**src/rtl/excl_mon_pkg.sv**
```systemverilog
package excl_mon_pkg;
    typedef enum logic [1:0] {
        K_LD = 2'b00,
        K_ST = 2'b01,
        K_LX = 2'b10,
        K_SX = 2'b11
    } acc_kind_e;
endpackage

```
**src/rtl/excl_arbiter.sv**
```systemverilog
module excl_arbiter
    import excl_mon_pkg::*;
#(
    parameter int NCPU = 4,
    parameter int GW   = 29
) (
    input  logic                 clk,
    input  logic                 rst_n,
    input  logic [NCPU-1:0]      valid,
    input  acc_kind_e            kind   [NCPU],
    input  logic [GW-1:0]        gran   [NCPU],
    input  logic [NCPU-1:0]      resv_v,
    input  logic [GW-1:0]        resv_g [NCPU],
    output logic [NCPU-1:0]      sx_fail,
    output logic [NCPU-1:0]      wr_done
);
    logic [NCPU-1:0] cand_d, plain_d, win_d;

    always_comb begin
        for (int i = 0; i < NCPU; i++) begin
            cand_d[i]  = valid[i] && kind[i] == K_SX && resv_v[i] && resv_g[i] == gran[i];
            plain_d[i] = valid[i] && kind[i] == K_ST;
        end
        for (int i = 0; i < NCPU; i++) begin
            win_d[i] = cand_d[i];
            for (int j = 0; j < NCPU; j++) begin
                // an ordinary store from another CPU in the same cycle beats it
                if (j != i && plain_d[j] && gran[j] == gran[i]) win_d[i] = 1'b0;
                // lower CPU number wins among contenders for one granule
                if (j < i && cand_d[j] && gran[j] == gran[i]) win_d[i] = 1'b0;
            end
        end
        for (int i = 0; i < NCPU; i++) begin
            sx_fail[i] = valid[i] && kind[i] == K_SX && !win_d[i];
            wr_done[i] = plain_d[i] || win_d[i];
        end
    end

    for (genvar i = 0; i < NCPU; i++) begin : g_pair_i
        for (genvar j = i + 1; j < NCPU; j++) begin : g_pair_j
            p_single_winner_r8: assert property (@(posedge clk) disable iff (!rst_n)
                !(win_d[i] && win_d[j] && gran[i] == gran[j]));
        end
    end
endmodule

```
**src/rtl/excl_backoff.sv**
```systemverilog
module excl_backoff #(
    parameter int NCPU = 4,
    parameter int BASE = 4
) (
    input  logic            clk,
    input  logic            rst_n,
    input  logic [NCPU-1:0] fail,
    output logic [NCPU-1:0] ready
);
    localparam int CW = $clog2(NCPU * BASE + 1);

    logic [CW-1:0] cnt_d [NCPU];
    logic [CW-1:0] cnt_q [NCPU];

    for (genvar i = 0; i < NCPU; i++) begin : g_cpu
        localparam logic [CW-1:0] LOADV = CW'((i + 1) * BASE);

        always_comb begin
            cnt_d[i] = cnt_q[i];
            if (fail[i])               cnt_d[i] = LOADV;
            else if (cnt_q[i] != '0)   cnt_d[i] = cnt_q[i] - 1'b1;
        end

        always_ff @(posedge clk) begin
            if (!rst_n) cnt_q[i] <= '0;
            else        cnt_q[i] <= cnt_d[i];
        end

        assign ready[i] = (cnt_q[i] == '0);

        p_cnt_bound_r10: assert property (@(posedge clk) disable iff (!rst_n)
            cnt_q[i] <= LOADV);
        p_fail_blocks_r10: assert property (@(posedge clk) disable iff (!rst_n)
            fail[i] |=> !ready[i]);
    end
endmodule

```
**src/rtl/excl_monitor.sv**
```systemverilog
module excl_monitor
    import excl_mon_pkg::*;
#(
    parameter int NCPU         = 4,
    parameter int AW           = 32,
    parameter int GRAN_LG2     = 3,
    parameter int BACKOFF_BASE = 4
) (
    input  logic                 clk,
    input  logic                 rst_n,
    input  logic [NCPU-1:0]      req_valid,
    input  logic [2*NCPU-1:0]    req_kind,
    input  logic [NCPU*AW-1:0]   req_addr,
    output logic [NCPU-1:0]      rsp_valid,
    output logic [NCPU-1:0]      rsp_fail,
    output logic [NCPU-1:0]      rsp_wrote,
    output logic [NCPU-1:0]      retry_ready
);
    localparam int GW = AW - GRAN_LG2;

    typedef struct packed {
        logic [NCPU-1:0]         rv;
        logic [NCPU-1:0][GW-1:0] rg;
        logic [NCPU-1:0]         rsp_v;
        logic [NCPU-1:0]         rsp_f;
        logic [NCPU-1:0]         rsp_w;
    } mon_st_t;

    mon_st_t d, q;

    acc_kind_e       kind   [NCPU];
    logic [GW-1:0]   gran   [NCPU];
    logic [GW-1:0]   resv_g [NCPU];
    logic [NCPU-1:0] sx_fail, wr_done;
    logic [NCPU-1:0] hit_new, hit_old;

    for (genvar i = 0; i < NCPU; i++) begin : g_lane
        assign kind[i]   = acc_kind_e'(req_kind[2*i +: 2]);
        assign gran[i]   = req_addr[i*AW + GRAN_LG2 +: GW];
        assign resv_g[i] = q.rg[i];
    end

    excl_arbiter #(.NCPU(NCPU), .GW(GW)) u_arb (
        .clk     (clk),
        .rst_n   (rst_n),
        .valid   (req_valid),
        .kind    (kind),
        .gran    (gran),
        .resv_v  (q.rv),
        .resv_g  (resv_g),
        .sx_fail (sx_fail),
        .wr_done (wr_done)
    );

    excl_backoff #(.NCPU(NCPU), .BASE(BACKOFF_BASE)) u_boff (
        .clk   (clk),
        .rst_n (rst_n),
        .fail  (sx_fail),
        .ready (retry_ready)
    );

    always_comb begin
        d       = q;
        d.rsp_v = req_valid;
        d.rsp_f = sx_fail;
        d.rsp_w = wr_done;
        for (int k = 0; k < NCPU; k++) begin
            hit_new[k] = 1'b0;
            hit_old[k] = 1'b0;
            for (int j = 0; j < NCPU; j++) begin
                if (j != k && wr_done[j] && gran[j] == gran[k]) hit_new[k] = 1'b1;
                if (j != k && wr_done[j] && gran[j] == q.rg[k]) hit_old[k] = 1'b1;
            end
            if (req_valid[k] && kind[k] == K_LX) begin
                d.rv[k] = !hit_new[k];
                d.rg[k] = gran[k];
            end else if (req_valid[k] && kind[k] == K_SX) begin
                d.rv[k] = 1'b0;
            end else if (hit_old[k]) begin
                d.rv[k] = 1'b0;
            end
        end
    end

    always_ff @(posedge clk) begin
        if (!rst_n) q <= '0;
        else        q <= d;
    end

    assign rsp_valid = q.rsp_v;
    assign rsp_fail  = q.rsp_f;
    assign rsp_wrote = q.rsp_w;

    for (genvar i = 0; i < NCPU; i++) begin : g_chk
        p_sx_closes_r6: assert property (@(posedge clk) disable iff (!rst_n)
            (req_valid[i] && kind[i] == K_SX) |=> !q.rv[i]);
        p_fail_only_sx_r11: assert property (@(posedge clk) disable iff (!rst_n)
            rsp_fail[i] |-> (rsp_valid[i] && !rsp_wrote[i]));
        p_rsp_follows_req_r11: assert property (@(posedge clk) disable iff (!rst_n)
            req_valid[i] |=> rsp_valid[i]);
    end
endmodule

```
**config.mk**
```make
export PLATFORM = sky130hd
export DESIGN_NAME = excl_monitor
export DESIGN_NICKNAME = d
export VERILOG_FILES = /design/src/rtl/excl_mon_pkg.sv /design/src/rtl/excl_arbiter.sv /design/src/rtl/excl_backoff.sv /design/src/rtl/excl_monitor.sv
export SDC_FILE = /design/constraint.sdc
export NUM_CORES = 1
export LEC_CHECK = 0
export CORE_MARGIN = 2
export CORE_UTILIZATION = 35
export DETAILED_ROUTE_END_ITERATION = 12
export PLACE_DENSITY = 0.63
export SETUP_SLACK_MARGIN = 0.2
export SLEW_MARGIN = 20
export SYNTH_ARGS = -nofsm -noshare
export SYNTH_HDL_FRONTEND = slang
export SYNTH_HIERARCHICAL = 1
export SYNTH_SLANG_ARGS = --single-unit
```
**constraint.sdc**
```tcl
create_clock -name clk -period 3.7 [get_ports clk]
set_input_delay 0.74 -clock clk [delete_from_list [all_inputs] [get_ports clk]]
set_output_delay 0.74 -clock clk [all_outputs]
set_load 0.05 [all_outputs]
```
# Yosys cells after proc, flatten, opt, wreduce, memory -nomap -nowiden
# Memories as Yosys holds them, arrays and structs flattened.
# Index checks and enable logic that the tools add are counted.
# totals
regBits	132
mem_bits_rw	20
word_cells	218
n_memories	1
# mem_list
memory	words	word_bits	read_ports	rd_clocked_by_memory_dff	wr	line_no	source
u_boff.cnt_q	4	5	4	0	4	excl_backoff.sv:13	logic [CW-1:0] cnt_q [NCPU];
# classes
addsub	4
eq_ne	40
muxes	68
n_bitwise	4
n_reduce_logical	90
# ops
operator	n
29-bit == test	28
1-bit logical AND	66
5-bit two-way mux	12
1-bit two-way mux	56
5-bit zero test	4
5-bit nonzero test	4
5-bit by 1-bit subtractor with 5-bit output, second input constant	4
2-bit == test, second input constant	8
3-bit nonzero test	4
2-bit by 1-bit == test with 1-bit output, second input constant	4
1-bit zero test	8
1-bit logical OR	4
1-bit bitwise OR	4

# Logic depth before layout (Yosys ltp)
# Gate-level depths: netlist of run 1.
# logic_depth
ltp_word	16
ltp_mapped	11
mapped_depth_nobuf	10

# Hierarchy
# The synthesis of run 1 kept the hierarchy.
# by_module_without_submodules
mod	n_inst	cells_each	area_each_um2
excl_monitor	1	1399	11389.7
excl_arbiter	1	485	3609.7
excl_backoff	1	100	969.7

# Worst setup path after synthesis of run 1
# Ideal clock, no wire load.
# synth_path
path_kind	input -> register
start	in req_addr[16]
end	reg q[131] (netlist name)
arrival_time_ns	2.650
required_ns	3.581
path_slack_ns	0.931
path_stages	11
path_buffers	1
cell_sequence	clkbuf_1 > xnor2_1 > nand4_1 > nor4_1 > and3_1 > o2111a_1 > nand2b_1 > nand3_1 > nor4_1 > nor4_1 > o221a_1
# synth_rtl
item	line_no	source
from (decl)	excl_monitor.sv:13	input logic [NCPU*AW-1:0] req_addr,
to (signal assigned)	excl_monitor.sv:86	if (!rst_n) q <= '0;
to (signal assigned)	excl_monitor.sv:87	else q <= d;
to (decl)	excl_monitor.sv:29	mon_st_t d, q;

==> results.md, run 1 <==
* Top_reg_cell synth: dfxtp_1
* Slew Viols, Final at 0
* Final Wtd Congestion at 1.14
* Worst setup SP type: input port
* RSZ-0062 raised after global routing: yes
* Top post-synthesis cells by area: xor2_1 (23%), xnor2_1 (22%), dfxtp_1 (19%)
* Total power at 7.14 mW
* First-pass GRT wire length at 140,000 microns
* Layout Skew at 23.2 ps
* Compound-Gate Fraction of Synth Area at 7.47%
* IO Pins at 158
* Longest Clk Path Bufs at 2
* Die Wd at 218 microns
* Multiplexer area fraction after synthesis at 0.0627%
* Final non-filler cell total at 3,140
* Largest family of logic cells by synthesized area: XOR/XNOR gates
* Routed WL at 105,000 microns
* Worst IR Drop VDD at 0.000472 V
* Flops & latches, synth at 152
* Clock slew at reported path FFs at 90 ps
* Max Clk Rate at 278 MHz
* Total CTS buffers at 17
* Post-Synthesis Cells at 1,984
* Detailed Routing Iterations Pass 1 at 6
* Initial Utilization at 35.3%
* Final period utilization at 97.1%
* Final Hold Fails at 0
* Xor and xnor area share after synthesis at 44.9%
* Tot GR Track Use at 43.8%
* Core box area at 45,200 sq um
* Worst R2R End: q[129]$_SDFFE_PN0P_
* DP Worst Slack at -710 ps
* # DRC at 0
* Synth Area in Adders at 0.392%
* PwrDens at 310 nW/um^2
* Type of the tightest min-delay check: flip-flop to flip-flop
* ANT nets after route at 0
* GRT overflow at 0
* Root buf cell: clkbuf_16
* Hold Path Stages at 2
* Largest net degree at the start of global routing at 61
* Initial DRC count at 2,581
* Met1 usage at 59.9%
* Worst-Margin Slew at 675 ps
* Vias in the first global route at 17,000
* # hold bufs at CTS at 0
* Sink Count at 152
* Share of layout cells above drive strength 1 at 26.3%
* Synth unique cells at 53
* Met2 Usage GRT at 62.7%
* HP Start: u_boff/cnt_q[1][1]$_SDFFE_PP0P_
* Commonest non-fill, non-tap cell in the layout: buf_4
* Simple-gate share of the synthesized area at 20.4%
* Status: finished clean
* Worst Path Max Fanout at 6
* IO Port Bufs at 145
* Hpwl dp at 83,900 microns
* Pleak at 9.25 nW
* Critical setup path kind: input port to flip-flop
* EDFF count, synth at 0
* Full die area at 47,300 sq um
* Max-Cap Viols at 0
* Critical path required time at 4120 ps
* Worst Setup Slack, final at 109 ps
* Gr busiest metal: met2
* Worst r2r src: q[120]$_SDFFE_PN0P_
* Min Tclk post-route at 3590 ps
* Crit path DAT at 4010 ps
* Reg2reg path depth at 12
* Worst hold endpoint: u_boff/cnt_q[1][1]$_SDFFE_PP0P_
* Avg WL per Cell at 33.5 microns
* Grt met3 use at 13.0%
* Worst skew pair latency at 520 ps
* Mapped Nets at 2,131
* Initial antenna violation count at 3
* Worst slew margin at 55.0%
* Fillcell total at 4,402
* Synth area leader: xor2_1
* Avg Synthesized Cell Area at 8.05 sq um
* Most frequent cells in the layout: buf_4 (531), xor2_1 (413), xnor2_1 (402)
* Area Overhead vs Synth at 44.2%
* Yosys Warn Count at 6
* CP Capture Type: flip-flop
* Chip Height at 218 microns
* Antenna cells at 0
* CTS tree: done
* Nets at 2,674
* Placed cells at 3,105
* Ys async rst share at 0%
* Post-Syn Area at 16,000 sq um
* Post-synth top area share at 22.7%
* Hold_ws at 488 ps
* Htree depth at 4
* FP Rows at 78
* Vias/cell at 5.69
* Final setup vio count at 0
* R2R setup slack at 540 ps
* Register area share after synthesis at 19.1%
* Vias post-DR at 17,900
[area by class of cell]
cell class                 instances  area (sq um)  share of cell area, %
clock inverter                    15           250                   1.09
inverter                          15          56.3                  0.245
tap                              600           751                   3.26
timing repair buffer             737          6650                   28.9
sequential                       152          3040                   13.2
multi-input combinational       1604         11800                   51.5
clock buffer                      17           425                   1.85
[layer usage]
layer,share of wire [%],wire length (microns)
met5,0.023,24
met4,5.3,5530
met3,12,12700
met2,40,42500
met1,42,44500
[flip-flops by register name, indices dropped and copies added (netlist names)]
name	flops
rsp_wrote	4
q	120
u_boff/cnt_q	20
rsp_valid	4
rsp_fail	4
[critical path: stages]
cell and delay (ps):
clkdlybuf4s50_1 630, nand3_1 340, nor4_2 530, nand4_1 230, buf_4 200, a21oi_2 220
a21o_4 270, nand3_1 90, nor4_1 340, buf_4 180, nor4_1 40, o21a_1 180
[report_power, final]
part | total [mW] | switching, mW | internal, mW
Clock | 2.16 | 0.929 | 1.23
Combinational | 3.09 | 1.73 | 1.36
Sequential | 1.89 | 0.132 | 1.76
Total | 7.14 | 2.79 | 4.35
[logic make-up (layout without fill, tap and decap cells)]
kind of cell	after synthesis	after routing
flip-flops	152	152
multiplexers	1	1
AO/OA/AOI/OAI	157	157
AND/OR/NAND/NOR	623	623
XOR/XNOR	818	818
buffers and inverters	228	784
adder cells (fa/ha/maj)	5	5
[Yosys cell counts (all sizes together) (5+ instances only)]
master / number
xor2: 415
dfxtp: 152
xnor2: 403
nor4: 133
a21boi: 118
or2: 5
ha: 5
nor2: 26
nand4: 109
nand2: 256
nand2b: 5
nor2b: 7
a21oi: 7
nand3: 32
and2: 12
a211oi: 5
inv: 15
nor3b: 5
buf: 132
clkbuf: 81
nor3: 14
[per-stage QoR]
step	setup TNS [ps]	instance area, sq um	util, %
6_report	0	23000	50.9
5_1_grt	0	23000	50.9
4_1_cts	0	22900	50.6
3_5_place_dp	-3820	22100	49.0
3_3_place_gp	-3600	22100	49.0
2_1_floorplan	0	16000	-
[worst max path at each step]
stage	from	endpoint	slack [ps]	cells after the start
final	req_kind[6]	q[129]$_SDFFE_PN0P_	110	12
after global routing	req_addr[109]	q[128]$_SDFFE_PN0P_	160	12
after CTS	req_addr[84]	q[129]$_SDFFE_PN0P_	190	13
after detailed placement	req_addr[123]	q[129]$_SDFFE_PN0P_	-710	13
after global placement	req_addr[124]	q[129]$_SDFFE_PN0P_	-690	14
after floorplan	req_addr[16]	q[131]$_SDFFE_PN0P_	930	11
[what timing repair did]
item                                    4_1_cts  5_1_grt
pin swaps                                     1       13
endpoints found under the setup margin        4        4
buffers inserted                              0        3
resized for setup                             9       28
(Power assumes the default switching activity.)
==> run 2, diff against run 1 <==
--- a/config.mk
+++ b/config.mk
@@ -8,6 +8,7 @@
 export CORE_MARGIN = 2
 export CORE_UTILIZATION = 35
 export DETAILED_ROUTE_END_ITERATION = 12
+export GPL_TIMING_DRIVEN = 1
 export PLACE_DENSITY = 0.63
 export SETUP_SLACK_MARGIN = 0.2
 export SLEW_MARGIN = 20
==> constraint.sdc (replaced) <==
create_clock -name clk -period 4.3 [get_ports clk]
set_input_delay 0.86 -clock clk [delete_from_list [all_inputs] [get_ports clk]]
set_output_delay 0.86 -clock clk [all_outputs]
set_load 0.05 [all_outputs]
==> run 2 against run 1 <==
Clock power shrank 27%. Utilization shrank 4.8 points. Sequential power shrank 12%. Critical path type unchanged. Critical endpoint is now q[131]$_SDFFE_PN0P_. Largest cell class unchanged.
==> results.md, run 2 (same netlist as run 1, synthesis figures left out) <==
* Layout Skew at 18.3 ps (-4.89 ps)
* Initial DRC count at 2,352 (-8.9%)
* Cells along the critical path: clkdlybuf4s50_1, buf_4, buf_4, xor2_1, nor4_1, nand4_1, o2111a_1, nand2b_1, buf_12, nand3_1, nor4_1, nor4_1, buf_4, o221a_1
* Longest Clk Path Bufs at 2 (unchanged)
* First-pass GRT wire length at 130,000 microns (-7.3%)
* Critical setup path kind: input port to flip-flop
* Largest stage delay on the critical path at 660 ps (+30 ps)
* Status: finished clean
* Reg2reg path depth at 13 (+1)
* Fillcell total at 4,468 (+1.5%)
* Post-CTS setup buffer count at 0 (unchanged)
* Post-CTS Resized at 0 (-9)
* Critical path's slowest cell: clkdlybuf4s50_1
* R2R setup slack at 920 ps (+380 ps)
* Multi-input logic area at 11,700 sq um (-1.3%)
* PwrDens at 271 nW/um^2 (-13%)
* Worst slew margin at 36.2% (-19 points)
* Routed WL at 94,800 microns (-9.9%)
* Biggest regs: q x120, u_boff/cnt_q x20
* Hold Path Stages at 2 (unchanged)
* Final setup vio count at 0 (unchanged)
* Type of the tightest min-delay check: flip-flop to flip-flop
* Final Wtd Congestion at 1.10 (-3.6%)
* Commonest non-fill, non-tap cell in the layout: xor2_1
* Worst R2R End: q[131]$_SDFFE_PN0P_
* Slew Viols, Final at 0 (unchanged)
* Sink Count at 152 (unchanged)
* Worst setup SP type: input port
* Worst Path Max Fanout at 5 (-1)
* Detailed Routing Iterations Pass 1 at 6 (unchanged)
* Area Overhead vs Synth at 30.6%
* RSZ-0062 raised after global routing: no
* Tot GR Track Use at 39.9% (-4.0 points)
* # DRC at 0 (unchanged)
* Vias post-DR at 16,900 (-5.6%)
* ANT nets after route at 0 (unchanged)
* Critical path required time at 4750 ps (+630 ps)
* Final Hold Fails at 0 (unchanged)
* Final period utilization at 94.2%
* Most frequent cells in the layout: xor2_1 (414), xnor2_1 (403), nand2_1 (256)
* Min Tclk post-route at 4050 ps
* Vias/cell at 5.88 (+3.3%)
* Core box area at 45,200 sq um (unchanged)
* Largest net degree at the start of global routing at 65 (+6.6%)
* Worst hold endpoint: u_boff/cnt_q[2][4]$_SDFFE_PP0P_
* Setup_tns at 0 ps (unchanged)
* CP Capture Type: flip-flop
* Vias in the first global route at 16,400 (-3.9%)
* Full die area at 47,300 sq um (unchanged)
* Worst IR Drop VDD at 0.000299 V (-37%)
* Top register by number of flip-flops: q
* IO Port Bufs at 145 (unchanged)
* Nets at 2,404 (-10%)
* Worst r2r src: q[32]$_SDFFE_PN0P_
* Max Clk Rate at 247 MHz
* Root buf cell: clkbuf_16
* Max FFs per register at 120 (unchanged)
* Avg WL per Cell at 33.0 microns (-1.5%)
* Register area at 3040 sq um (unchanged)
* Worst-Margin Slew at 949 ps (+274 ps)
* GRT overflow at 0 (unchanged)
* Chip Height at 218 microns (unchanged)
* # hold bufs at CTS at 0 (unchanged)
* HP Start: u_boff/cnt_q[2][4]$_SDFFE_PP0P_
* Htree depth at 4 (unchanged)
* Die Wd at 218 microns (unchanged)
* Initial antenna violation count at 1 (-2)
* Share of layout cells above drive strength 1 at 16.4% (-9.9 points)
* Total CTS buffers at 17 (unchanged)
* Initial Utilization at 35.3% (unchanged)
* Max-Cap Viols at 0 (unchanged)
* FP Rows at 78 (unchanged)
* Worst skew pair latency at 510 ps (about the same)
* Hpwl dp at 72,300 microns (-14%)
* IO Pins at 158 (unchanged)
* Pleak at 7.83 nW (-15%)
* CTS tree: done
* Antenna cells at 0 (unchanged)
* Clock slew at reported path FFs at 70 ps (-20 ps)
* Fin util at 46.1% (-4.8 points)
* Crit path DAT at 4500 ps (+490 ps)
run 2: cell types whose count changed in the layout (fill, tap and decap cells not counted), moves of 7 or more:
cell	before	now
nor4_1	111	128
buf_12	58	68
buf_4	531	255
dlymetal6s2s_1	7	0
nor4_2	22	5
clkdlybuf4s50_1	136	144
run 2: final cells by class:
class	instances	area share, %
Timing Repair Buffer	467	22.6
Inverter	15	0.270
Clock buffer	18	2.06
Tap cell	600	3.60
Clock inverter	14	0.768
Sequential cell	152	14.6
Multi-Input combinational cell	1604	56.1
run 2: worst max-delay path by stage:
stage          cells past startpoint  slack, ps     startpoint             endpoint
2_1_floorplan                     11       1410   req_addr[16]  q[131]$_SDFFE_PN0P_
3_3_place_gp                      14         40   req_addr[73]  q[131]$_SDFFE_PN0P_
3_5_place_dp                      14          3   req_addr[69]  q[131]$_SDFFE_PN0P_
4_1_cts                           14        500   req_addr[69]  q[131]$_SDFFE_PN0P_
5_1_grt                           15        300  req_addr[114]  q[131]$_SDFFE_PN0P_
6_report                          14        250   req_addr[69]  q[131]$_SDFFE_PN0P_
run 2: where the power goes:
part / switching [mW] / internal (mW)
registers: 0.162 / 1.51
clock network: 0.761 / 0.824
logic: 1.35 / 1.04
run 2: worst max-delay path: cells and delay by family:
family / cells / cell delay [ps]
buffers and inverters: 5 / 1500
AND/OR/NAND/NOR: 6 / 1440
AO/OA/AOI/OAI: 2 / 530
XOR/XNOR: 1 / 150
run 2: routing by layer:
layer | vias up | global-route usage (%) | wire length [microns]
met4 | 2 | 26.8 | 7240
met5 | - | 0 | 16
li1 | 7085 | - | -
met3 | 386 | 11.9 | 11500
met1 | 8042 | 51.5 | 37900
met2 | 1349 | 56.7 | 38100
run 2: through the flow:
step,power (mW),setup slack [ps],hold slack [ps],std cells,cell area [sq um]
final,5.65,251,495,2870,20900
after global routing,5.85,301,535,2870,20900
after CTS,5.62,505,496,2870,20900
after detailed placement,4.01,3.34,484,2838,20300
after global placement,3.96,39.7,464,2838,20300
after floorplan,2.98,1410,450,1984,16000
==> run 3, diff against run 2 <==
--- a/config.mk
+++ b/config.mk
@@ -9,7 +9,6 @@
 export CORE_UTILIZATION = 35
 export DETAILED_ROUTE_END_ITERATION = 12
 export GPL_TIMING_DRIVEN = 1
-export PLACE_DENSITY = 0.63
 export SETUP_SLACK_MARGIN = 0.2
 export SLEW_MARGIN = 20
 export SYNTH_ARGS = -nofsm -noshare
==> run 3 against run 2 <==
Sequential share of layout area increased by 0.31 points. First-iteration DRC count rose by 11%. Global-route usage fell by 1.4 points. Non-clock buffer count fell by 30. Clock power about the same. Critical path depth did not move. Critical path type unchanged. Register-to-register slack worse by 200 ps. Total power shrank 1.3%. Wire length decreased by 2.5%.
==> results.md, run 3 (same netlist as run 1, synthesis figures left out) <==
* Status: finished clean
* RSZ-0062 raised after global routing: no
* Final non-filler cell total at 2,840 (-1.0%)
* First-pass GRT wire length at 126,000 microns (-2.9%)
* Full die area at 47,300 sq um (unchanged)
* IO Port Bufs at 145 (unchanged)
* FP Rows at 78 (unchanged)
* Delay-heaviest family, CP: buffers and inverters
* Fillcell total at 4,447 (-0.47%)
* Vias/cell at 5.91 (+0.52%)
* Detailed Routing Iterations Pass 1 at 6 (unchanged)
* Most frequent cells in the layout: xor2_1 (414), xnor2_1 (403), nand2_1 (256)
* # DRC at 0 (unchanged)
* Post-CTS Resized at 0 (unchanged)
* IO Pins at 158 (unchanged)
* Critical path's slowest cell: clkdlybuf4s50_1
* Critical path required time at 4670 ps (-80 ps)
* Die Wd at 218 microns (unchanged)
* Tot GR Track Use at 38.5% (-1.4 points)
* Psw at 2.24 mW (-1.4%)
* Initial DRC count at 2,622 (+11%)
* GRT overflow at 0 (unchanged)
* Max Clk Rate at 244 MHz (-1.2%)
* Top register by number of flip-flops: q
* Area Overhead vs Synth at 27.9%
* Nets at 2,374 (-1.2%)
* Total CTS buffers at 17 (unchanged)
* Share of layout cells above drive strength 1 at 15.4% (-1.0 points)
* Pleak at 7.60 nW (-2.9%)
* Vias post-DR at 16,800 (-0.53%)
* Critical path buffers and inverters at 5 (unchanged)
* Critical setup path kind: input port to flip-flop
* Clock slew at reported path FFs at 70 ps (about the same)
* Chip Height at 218 microns (unchanged)
* Max-Cap Viols at 0 (unchanged)
* Switching Share at 40.1% (-0.053 points)
* ANT nets after route at 0 (unchanged)
* Sink Count at 152 (unchanged)
* Cells along the critical path: clkdlybuf4s50_1, xnor2_1, nand4_1, nor4_1, buf_4, and3_1, o2111ai_1, o21ai_0, buf_4, inv_1, o31ai_2, a221oi_1, buf_4, o21a_1
* Layout Skew at 9.17 ps (-9.13 ps)
* Antenna cells at 0 (unchanged)
* Setup_tns at 0 ps (unchanged)
* Biggest regs: q x120, u_boff/cnt_q x20
* Initial Utilization at 35.3% (unchanged)
* Placed Area at 19,800 sq um (-2.1%)
* Initial antenna violation count at 0 (-1)
* Final Wtd Congestion at 1.12 (+1.6%)
* Hold_ws at 491 ps (-4.62 ps)
* Worst Path Max Fanout at 7 (+2)
* Int Pwr at 3.34 mW (-1.2%)
* CP Capture Type: flip-flop
* Clock power frac at 28.2% (about the same)
* Largest stage delay on the critical path at 850 ps (+190 ps)
* Worst skew pair latency at 480 ps (-30 ps)
* Final period utilization at 95.3% (+1.1 points)
* Final Hold Fails at 0 (unchanged)
* Placed cells at 2,808 (-1.1%)
* Combinational power share at 41.7% (-0.6 points)
* Type of the tightest min-delay check: flip-flop to flip-flop
* Worst IR Drop VDD at 0.000386 V (+29%)
* Max FFs per register at 120 (unchanged)
* Crit path DAT at 4470 ps (-30 ps)
* Worst slew margin at 55.4% (+19 points)
* Post-CTS setup buffer count at 0 (unchanged)
* Core box area at 45,200 sq um (unchanged)
* Hpwl dp at 68,800 microns (-4.8%)
* Min Tclk post-route at 4100 ps (+47.5 ps)
* Crit-path most repeated cell: buf_4
* PwrDens at 273 nW/um^2 (+0.79%)
* # hold bufs at CTS at 0 (unchanged)
* Slew Viols, Final at 0 (unchanged)
* Routed WL at 92,400 microns (-2.5%)
* Largest net degree at the start of global routing at 59 (-9.2%)
* Seq pwr share at 30.1% (+0.5 points)
* Longest Clk Path Bufs at 2 (unchanged)
* Worst setup SP type: input port
* Final setup vio count at 0 (unchanged)
* Htree depth at 4 (unchanged)
* Post-route cell area at 20,400 sq um (-2.1%)
* Vias in the first global route at 16,000 (-2.2%)
* Worst-Margin Slew at 664 ps (-285 ps)
* Avg WL per Cell at 32.5 microns (-1.4%)
* CTS tree: done
* Root buf cell: clkbuf_16
* Commonest non-fill, non-tap cell in the layout: xor2_1
run 3: cell types whose count changed in the layout (fill, tap and decap cells not counted):
cell / previous run / this run
clkinvlp_4: 1 / 2
clkinv_8: 1 / 0
nor2_1: 25 / 24
clkinv_2: 0 / 1
buf_4: 255 / 241
clkbuf_1: 1 / 0
nor2_2: 1 / 2
clkinv_4: 2 / 1
inv_6: 5 / 6
buf_12: 68 / 52
run 3: tightest hold or removal path, delay by kind of cell (launching register included):
family | cells | cell delay [ps]
AOI/OAI and AO/OA | 1 | 40
buffers and inverters | 1 | 60
DFF | 1 | 350
run 3: per-layer routing:
metal  wire [microns]  part of all wire, %  track usage (%)
met3            11900                   13             11.8
met2            37100                   40             55.2
met4             6460                  7.0             23.2
met1            37000                   40             50.3
met5                0                    0                0
run 3: power groups by stage:
| stage | Sequential [mW] | Combinational (mW) | Clock (mW) |
|---|---|---|---|
| after global routing | 1.68 | 2.41 | 1.65 |
| final | 1.68 | 2.33 | 1.57 |
| after CTS | 1.67 | 2.26 | 1.59 |
| after floorplan | 1.65 | 1.33 | 0 |
| after global placement | 1.70 | 2.21 | 0 |
| after detailed placement | 1.70 | 2.25 | 0 |
run 3: worst paths after layout:
check             depth (start not counted)  slack (ps)                       startpoint                         endpoint
hold / removal                            2         490  u_boff/cnt_q[2][4]$_SDFFE_PP0P_  u_boff/cnt_q[2][4]$_SDFFE_PP0P_
setup reg to reg                         13         720               q[69]$_SDFFE_PN0P_              q[130]$_SDFFE_PN0P_
hold reg to reg                           2         490  u_boff/cnt_q[2][4]$_SDFFE_PP0P_  u_boff/cnt_q[2][4]$_SDFFE_PP0P_
setup / recovery                         14         200                     req_addr[62]              q[130]$_SDFFE_PN0P_
run 3: per-stage QoR:
step	worst slack, ps	power (mW)	util (%)
floorplan	1410	2.98	-
global placement	-105	3.90	43.9
detailed placement	-41.8	3.95	43.9
CTS	446	5.52	45.2
global route	289	5.74	45.2
finish	204	5.57	45.2
run 3: layout make-up:
class	instances	area, sq um	area share (%)
Inverter	15	56.3	0.276
Multi-Input combinational cell	1604	11700	57.3
Clock inverter	15	156	0.766
Sequential cell	152	3040	14.9
Timing Repair Buffer	437	4290	21.0
Tap cell	600	751	3.68
Clock buffer	17	425	2.08
